===== src/rtl/mask_conv_pkg.sv =====
package mask_conv_pkg;
  typedef enum logic [1:0] {
    MODE_PT2INT   = 2'b00,
    MODE_INT2PT   = 2'b01,
    MODE_MONO2INT = 2'b10,
    MODE_INT2MONO = 2'b11
  } conv_mode_e;
endpackage


===== src/rtl/mask_pos_enc.sv =====
// Position encoder: output bit j is the OR of every mask bit whose 1-based index has bit j set.
module mask_pos_enc #(
  parameter int INT_W  = 4,
  parameter int MASK_W = (1 << INT_W) - 1
) (
  input  logic [MASK_W-1:0] mask_i,
  output logic [INT_W-1:0]  pos_o
);
  for (genvar j = 0; j < INT_W; j++) begin : g_bit
    logic [MASK_W-1:0] sel;
    for (genvar k = 1; k <= MASK_W; k++) begin : g_k
      if (((k >> j) & 1) == 1) begin : g_on
        assign sel[k-1] = mask_i[k-1];
      end else begin : g_off
        assign sel[k-1] = 1'b0;
      end
    end
    assign pos_o[j] = |sel;
  end
endmodule


===== src/rtl/mask_pt_dec.sv =====
module mask_pt_dec #(
  parameter int INT_W  = 4,
  parameter int MASK_W = (1 << INT_W) - 1
) (
  input  logic [INT_W-1:0]  pos_i,
  output logic [MASK_W-1:0] mask_o
);
  for (genvar k = 1; k <= MASK_W; k++) begin : g_k
    assign mask_o[k-1] = (pos_i == INT_W'(k));
  end
endmodule


===== src/rtl/mask_mono_gen.sv =====
module mask_mono_gen #(
  parameter int INT_W  = 4,
  parameter int MASK_W = (1 << INT_W) - 1
) (
  input  logic [INT_W-1:0]  pos_i,
  output logic [MASK_W-1:0] mask_o
);
  logic nz;
  assign nz = |pos_i;
  for (genvar k = 1; k <= MASK_W; k++) begin : g_k
    assign mask_o[k-1] = nz && (INT_W'(k) >= pos_i);
  end
endmodule


===== src/rtl/mask_mono_enc.sv =====
// Isolate the lowest set bit (set here, clear below), then encode it.
module mask_mono_enc #(
  parameter int INT_W  = 4,
  parameter int MASK_W = (1 << INT_W) - 1
) (
  input  logic [MASK_W-1:0] mask_i,
  output logic [INT_W-1:0]  pos_o
);
  logic [MASK_W-1:0] shl;
  logic [MASK_W-1:0] edge_m;

  assign shl    = {mask_i[MASK_W-2:0], 1'b0};
  assign edge_m = mask_i & ~shl;

  mask_pos_enc #(.INT_W(INT_W), .MASK_W(MASK_W)) enc_i (
    .mask_i (edge_m),
    .pos_o  (pos_o)
  );
endmodule


===== src/rtl/mask_conv.sv =====
module mask_conv
  import mask_conv_pkg::*;
#(
  parameter int INT_W  = 4,
  localparam int MASK_W = (1 << INT_W) - 1
) (
  input  logic              clk_i,
  input  logic              rst_ni,
  input  logic              in_valid_i,
  input  logic [1:0]        mode_i,
  input  logic [MASK_W-1:0] data_i,
  output logic [MASK_W-1:0] data_o,
  output logic              valid_o
);
  logic [INT_W-1:0]  int_w;
  logic [INT_W-1:0]  pt_pos_w;
  logic [INT_W-1:0]  mono_pos_w;
  logic [MASK_W-1:0] pt_mask_w;
  logic [MASK_W-1:0] mono_mask_w;
  logic [MASK_W-1:0] next_w;
  conv_mode_e        mode_w;

  assign int_w  = data_i[INT_W-1:0];
  assign mode_w = conv_mode_e'(mode_i);

  mask_pos_enc #(.INT_W(INT_W), .MASK_W(MASK_W)) pt_enc_i (
    .mask_i (data_i),
    .pos_o  (pt_pos_w)
  );

  mask_mono_enc #(.INT_W(INT_W), .MASK_W(MASK_W)) mono_enc_i (
    .mask_i (data_i),
    .pos_o  (mono_pos_w)
  );

  mask_pt_dec #(.INT_W(INT_W), .MASK_W(MASK_W)) pt_dec_i (
    .pos_i  (int_w),
    .mask_o (pt_mask_w)
  );

  mask_mono_gen #(.INT_W(INT_W), .MASK_W(MASK_W)) mono_gen_i (
    .pos_i  (int_w),
    .mask_o (mono_mask_w)
  );

  always_comb begin
    unique case (mode_w)
      MODE_PT2INT:   next_w = MASK_W'(pt_pos_w);
      MODE_INT2PT:   next_w = pt_mask_w;
      MODE_MONO2INT: next_w = MASK_W'(mono_pos_w);
      MODE_INT2MONO: next_w = mono_mask_w;
      default:       next_w = '0;
    endcase
  end

  always_ff @(posedge clk_i or negedge rst_ni) begin
    if (!rst_ni) begin
      data_o  <= '0;
      valid_o <= 1'b0;
    end else begin
      valid_o <= in_valid_i;
      if (in_valid_i) data_o <= next_w;
    end
  end


  pt_onehot_chk: assert property (@(posedge clk_i) disable iff (!rst_ni)
    $onehot0(pt_mask_w));


  mono_shape_chk: assert property (@(posedge clk_i) disable iff (!rst_ni)
    (({mono_mask_w[MASK_W-2:0], 1'b0} & ~mono_mask_w) == '0));


  mono_top_chk: assert property (@(posedge clk_i) disable iff (!rst_ni)
    (mono_mask_w != '0) |-> mono_mask_w[MASK_W-1]);


  empty_pt_chk: assert property (@(posedge clk_i) disable iff (!rst_ni)
    (in_valid_i && mode_i == 2'b00 && data_i == '0) |=> (data_o == '0));


  valid_rise_chk: assert property (@(posedge clk_i) disable iff (!rst_ni)
    in_valid_i |=> valid_o);


  valid_fall_chk: assert property (@(posedge clk_i) disable iff (!rst_ni)
    !in_valid_i |=> !valid_o);


  hold_chk: assert property (@(posedge clk_i) disable iff (!rst_ni)
    !in_valid_i |=> $stable(data_o));
endmodule


===== config.mk =====
export PLATFORM = sky130hd
export DESIGN_NAME = mask_conv
export DESIGN_NICKNAME = d
export VERILOG_FILES = /design/src/rtl/mask_conv_pkg.sv /design/src/rtl/mask_pos_enc.sv /design/src/rtl/mask_pt_dec.sv /design/src/rtl/mask_mono_gen.sv /design/src/rtl/mask_mono_enc.sv /design/src/rtl/mask_conv.sv
export SDC_FILE = /design/constraint.sdc
export NUM_CORES = 1
export LEC_CHECK = 0
export BUFFER_PORTS_ARGS = -buffer_cell sky130_fd_sc_hd__buf_2
export CAP_MARGIN = 20
export CORE_MARGIN = 5
export CORE_UTILIZATION = 50
export DETAILED_ROUTE_END_ITERATION = 8
export MAX_ROUTING_LAYER = met4
export PLACE_DENSITY = 0.89
export SKIP_LAST_GASP = 1
export SYNTH_ARGS = -nofsm -noshare
export SYNTH_HDL_FRONTEND = slang
export SYNTH_SLANG_ARGS = --single-unit

===== constraint.sdc =====
create_clock -name clk_i -period 1 [get_ports clk_i]
set_clock_uncertainty 0.1 [all_clocks]
set_input_delay 0.2 -clock clk_i [delete_from_list [all_inputs] [get_ports clk_i]]
set_output_delay 0.2 -clock clk_i [all_outputs]
set_load 0.02 [all_outputs]

==> key figures <==
Status
  – Status: complete, but fails checks
  – Violated checks: negative setup slack

Worst setup path
  – CP Capture Type: output port
  – Crit path DAT: approximately 860 ps
  – CP Buf/Inv Count: 1
  – Crit-path max cell delay: 420 ps
  – Crit-path max FO: 2
  – Path depth of the worst reg2reg path: 3
  – Crit start category: flip-flop
  – CP required: 700 ps
  – Kind of critical path: flip-flop to output port
  – CP Cell Sequence: buf_6
  – Worst R2R Start: data_o[13]
  – R2r setup slk: approximately 10 ps
  – CP max stage cell: dfrtp_1
  – Reg-to-Reg End: data_o[13]
  – Top Family by Delay on Critical Path: flip-flops

Pwr
  – Sequential share of power: a little over a third
  – Sw frac: approximately 34%
  – Clock power share: a little under a quarter
  – P_int: between 1000 and 1500 uW
  – Worst VDD drop: slightly above 0.8 mV
  – Total Power: just over 2000 uW
  – Sw power: ~700 uW
  – Leakage: 0.0009299 uW
  – Pwr dens: between 1000 and 1500 nW/um^2
  – Part of the power in combinational logic: 40.3%

Route
  – DR vias: around 1500
  – DR DRC count: 0
  – DR pass1 iterations: 8
  – Vias per cell: ~6.3
  – Drt wl/cell: just under 20 microns
  – DRT iter0 DRCs: about 120
  – Routed Antenna Nets: 0
  – Total routed wirelength: roughly 4.8 mm

Floorplan
  – Core Rows: 17
  – Die height: ~58 microns
  – Core ar.: ~2200 sq um
  – Starting Density: 52.09%
  – Die ar.: around 3400 sq um
  – IO Pins: 36
  – Die W: just under 60 microns

Global route
  – Initial antenna violation count: 0
  – Vias in the first global route: between 1000 and 1500
  – Tot GR Track Use: about a quarter
  – First-pass GRT wire length: between 6 and 7 mm
  – Largest net degree at the start of global routing: 17
  – GRT overflow: 0

STA
  – RSZ-0062 raised after global routing: true
  – Final WS setup: -163.5 ps
  – Final Hold Fails: 0
  – Fmax: approximately 860 MHz
  – Slew Limit Headroom: between 70% and 80%
  – Fin Hold WS: around 140 ps
  – Crit path time final: about 1200 ps
  – Final setup viols: 21
  – Tcrit/Tclk final: 116.4%
  – Setup total negative slack: -2702 ps
  – Tightest Pin Transition: 374.7 ps
  – Slew Limit Fails: 0

Cells and area
  – Layout cells sized above 1: roughly 50%
  – Nets: approximately 230
  – Area Overhead vs Synth: 71.66%
  – Filler instances: roughly 110
  – Layout Cells excl Fill: approximately 240
  – Ant diodes: 0

Clock tree
  – CTS Buf Count: 3
  – CTS Buffer Depth: 2
  – CTS tree: done
  – Clock sink count: 16
  – Reg clk slew, reported paths: ~120 ps
  – Root Driver: clkbuf_4
  – Clk_lat worst skew: 300 ps
  – H-tree levels: 1

Yosys
  – Sequential share of the synthesized area: 34.74%
  – Yosys reg bits: 16
  – Mapped Nets: between 150 and 200
  – Yosys Warn Count: 0
  – Post-Syn Area: approximately 1200 sq um
  – Top_reg_cell synth: dfrtp_1
  – Mapped Avg Cell Area: roughly 8.4 sq um
  – Mapped Cells: roughly 140
  – FFs w/ async S/R, synth: between 90% and 100%
  – Distinct cells, synth: 44
  – Post-synth EDFFs: 0

Placement
  – Placed insts: ~220
  – Final GP Congestion: ~0.96
  – Post-DP HPWL: about 2.8 mm
  – Count of input and output buffers: 35

Min path
  – Hold EP: valid_o
  – Hold wc startpoint: in_valid_i
  – Hold Path Depth: 2
  – Hold Path Class: input pin to flip-flop

Run
  – # Max-Cap Violations: 0
[per-layer routing]
layer | vias to the layer above | routed length (microns) | GRT usage (%)
met2 | 120 | 2399 | 41.45
li1 | 655 | - | -
met1 | 708 | 1643 | 30.03
met4 | 0 | 225 | 7.616
met3 | 34 | 483 | 4.454
met5 | - | 0 | -
[final cells by class]
type,instances,area (sq um),share of cell area [%]
well taps,28,35.03,1.771
multi-input cells,99,754.5,38.14
clock buffers,4,36.28,1.834
inverters,12,45.04,2.277
repair buffers,80,706.9,35.74
flip-flops and latches,16,400.4,20.24
[what timing repair did]
action,in CTS,in global routing
resized for setup,37,34
cloned,0,1
pin swaps,4,15
endpoints found under the setup margin,20,25
setup buffers,4,10
hold buffers,1,0
endpoints found under the hold margin,16,0
[per-stage QoR]
stage	setup WS, ps	area, sq um	utilization, %
after floorplan	-178.3	1226	-
after global placement	-375.2	1563	70.64
after detailed placement	-399.7	1563	70.64
after CTS	-158.2	1757	79.41
after global routing	-192.5	1978	89.42
final	-163.5	1978	89.42
[sequential cells by signal, summed over array words and instances (netlist names)]
signal,flops
valid_o,1
data_o,15
[worst max-delay path by stage]
| stage | to | cells past startpoint | start | slack, ps |
|---|---|---|---|---|
| 2_1_floorplan | data_o[1] | 6 | data_i[0] | -180 |
| 3_3_place_gp | data_o[1] | 5 | mode_i[1] | -380 |
| 3_5_place_dp | data_o[1] | 5 | mode_i[1] | -400 |
| 4_1_cts | data_o[3] | 1 | data_o[3] | -160 |
| 5_1_grt | data_o[5] | 1 | data_o[5] | -190 |
| 6_report | data_o[6] | 1 | data_o[6] | -160 |
[kinds of logic (layout without fill, tap and decap cells)]
group | Yosys count | after routing | synth area share [%]
simple gates | 51 | 51 | 24.87
compound gates | 46 | 46 | 29.10
buf+inv | 22 | 96 | 9.554
flops | 16 | 16 | 34.74
mux | 2 | 2 | 1.737
[Yosys cell counts, types with 2 or more instances]
cell | n | area [sq um]
o32ai_1 | 2 | 17.52
o21a_1 | 2 | 15.01
nand2_1 | 10 | 37.54
nor4_1 | 4 | 25.02
nor3_1 | 3 | 15.01
nor2b_1 | 7 | 43.79
a21oi_1 | 9 | 45.04
a31oi_1 | 3 | 18.77
mux2i_1 | 2 | 20.02
o2111ai_1 | 2 | 17.52
a221oi_1 | 3 | 26.28
dfrtp_1 | 16 | 400.4
nand3_1 | 6 | 30.03
buf_4 | 4 | 30.03
buf_2 | 4 | 20.02
o21ai_0 | 3 | 15.01
a21o_1 | 4 | 30.03
inv_1 | 11 | 41.29
o2bb2ai_1 | 5 | 43.79
o21ai_1 | 3 | 15.01
nor4_2 | 2 | 25.02
nor2_1 | 10 | 37.54
[power by group through the flow]
stage / Combinational (uW) / Clock (uW) / Sequential, uW
after floorplan: 266 / 0 / 805
after global placement: 569 / 0 / 735
after detailed placement: 582 / 0 / 739
after CTS: 679 / 471 / 738
after global routing: 861 / 501 / 746
final: 820 / 471 / 741
[placed cells by master (no fill, tap or decap), types with 3 or more instances in the layout]
cell       count
o2bb2ai_1      5
nand3_1        6
nand2_1       10
a21o_1         4
a21oi_1        8
o21ai_1        4
a31oi_1        3
buf_8          4
nor2_1         9
clkbuf_4       5
buf_4         42
inv_2          3
dfrtp_1       16
buf_2          9
nor2b_1        4
inv_1          8
buf_6         21
Note: power is estimated with default switching activity, not from simulation.
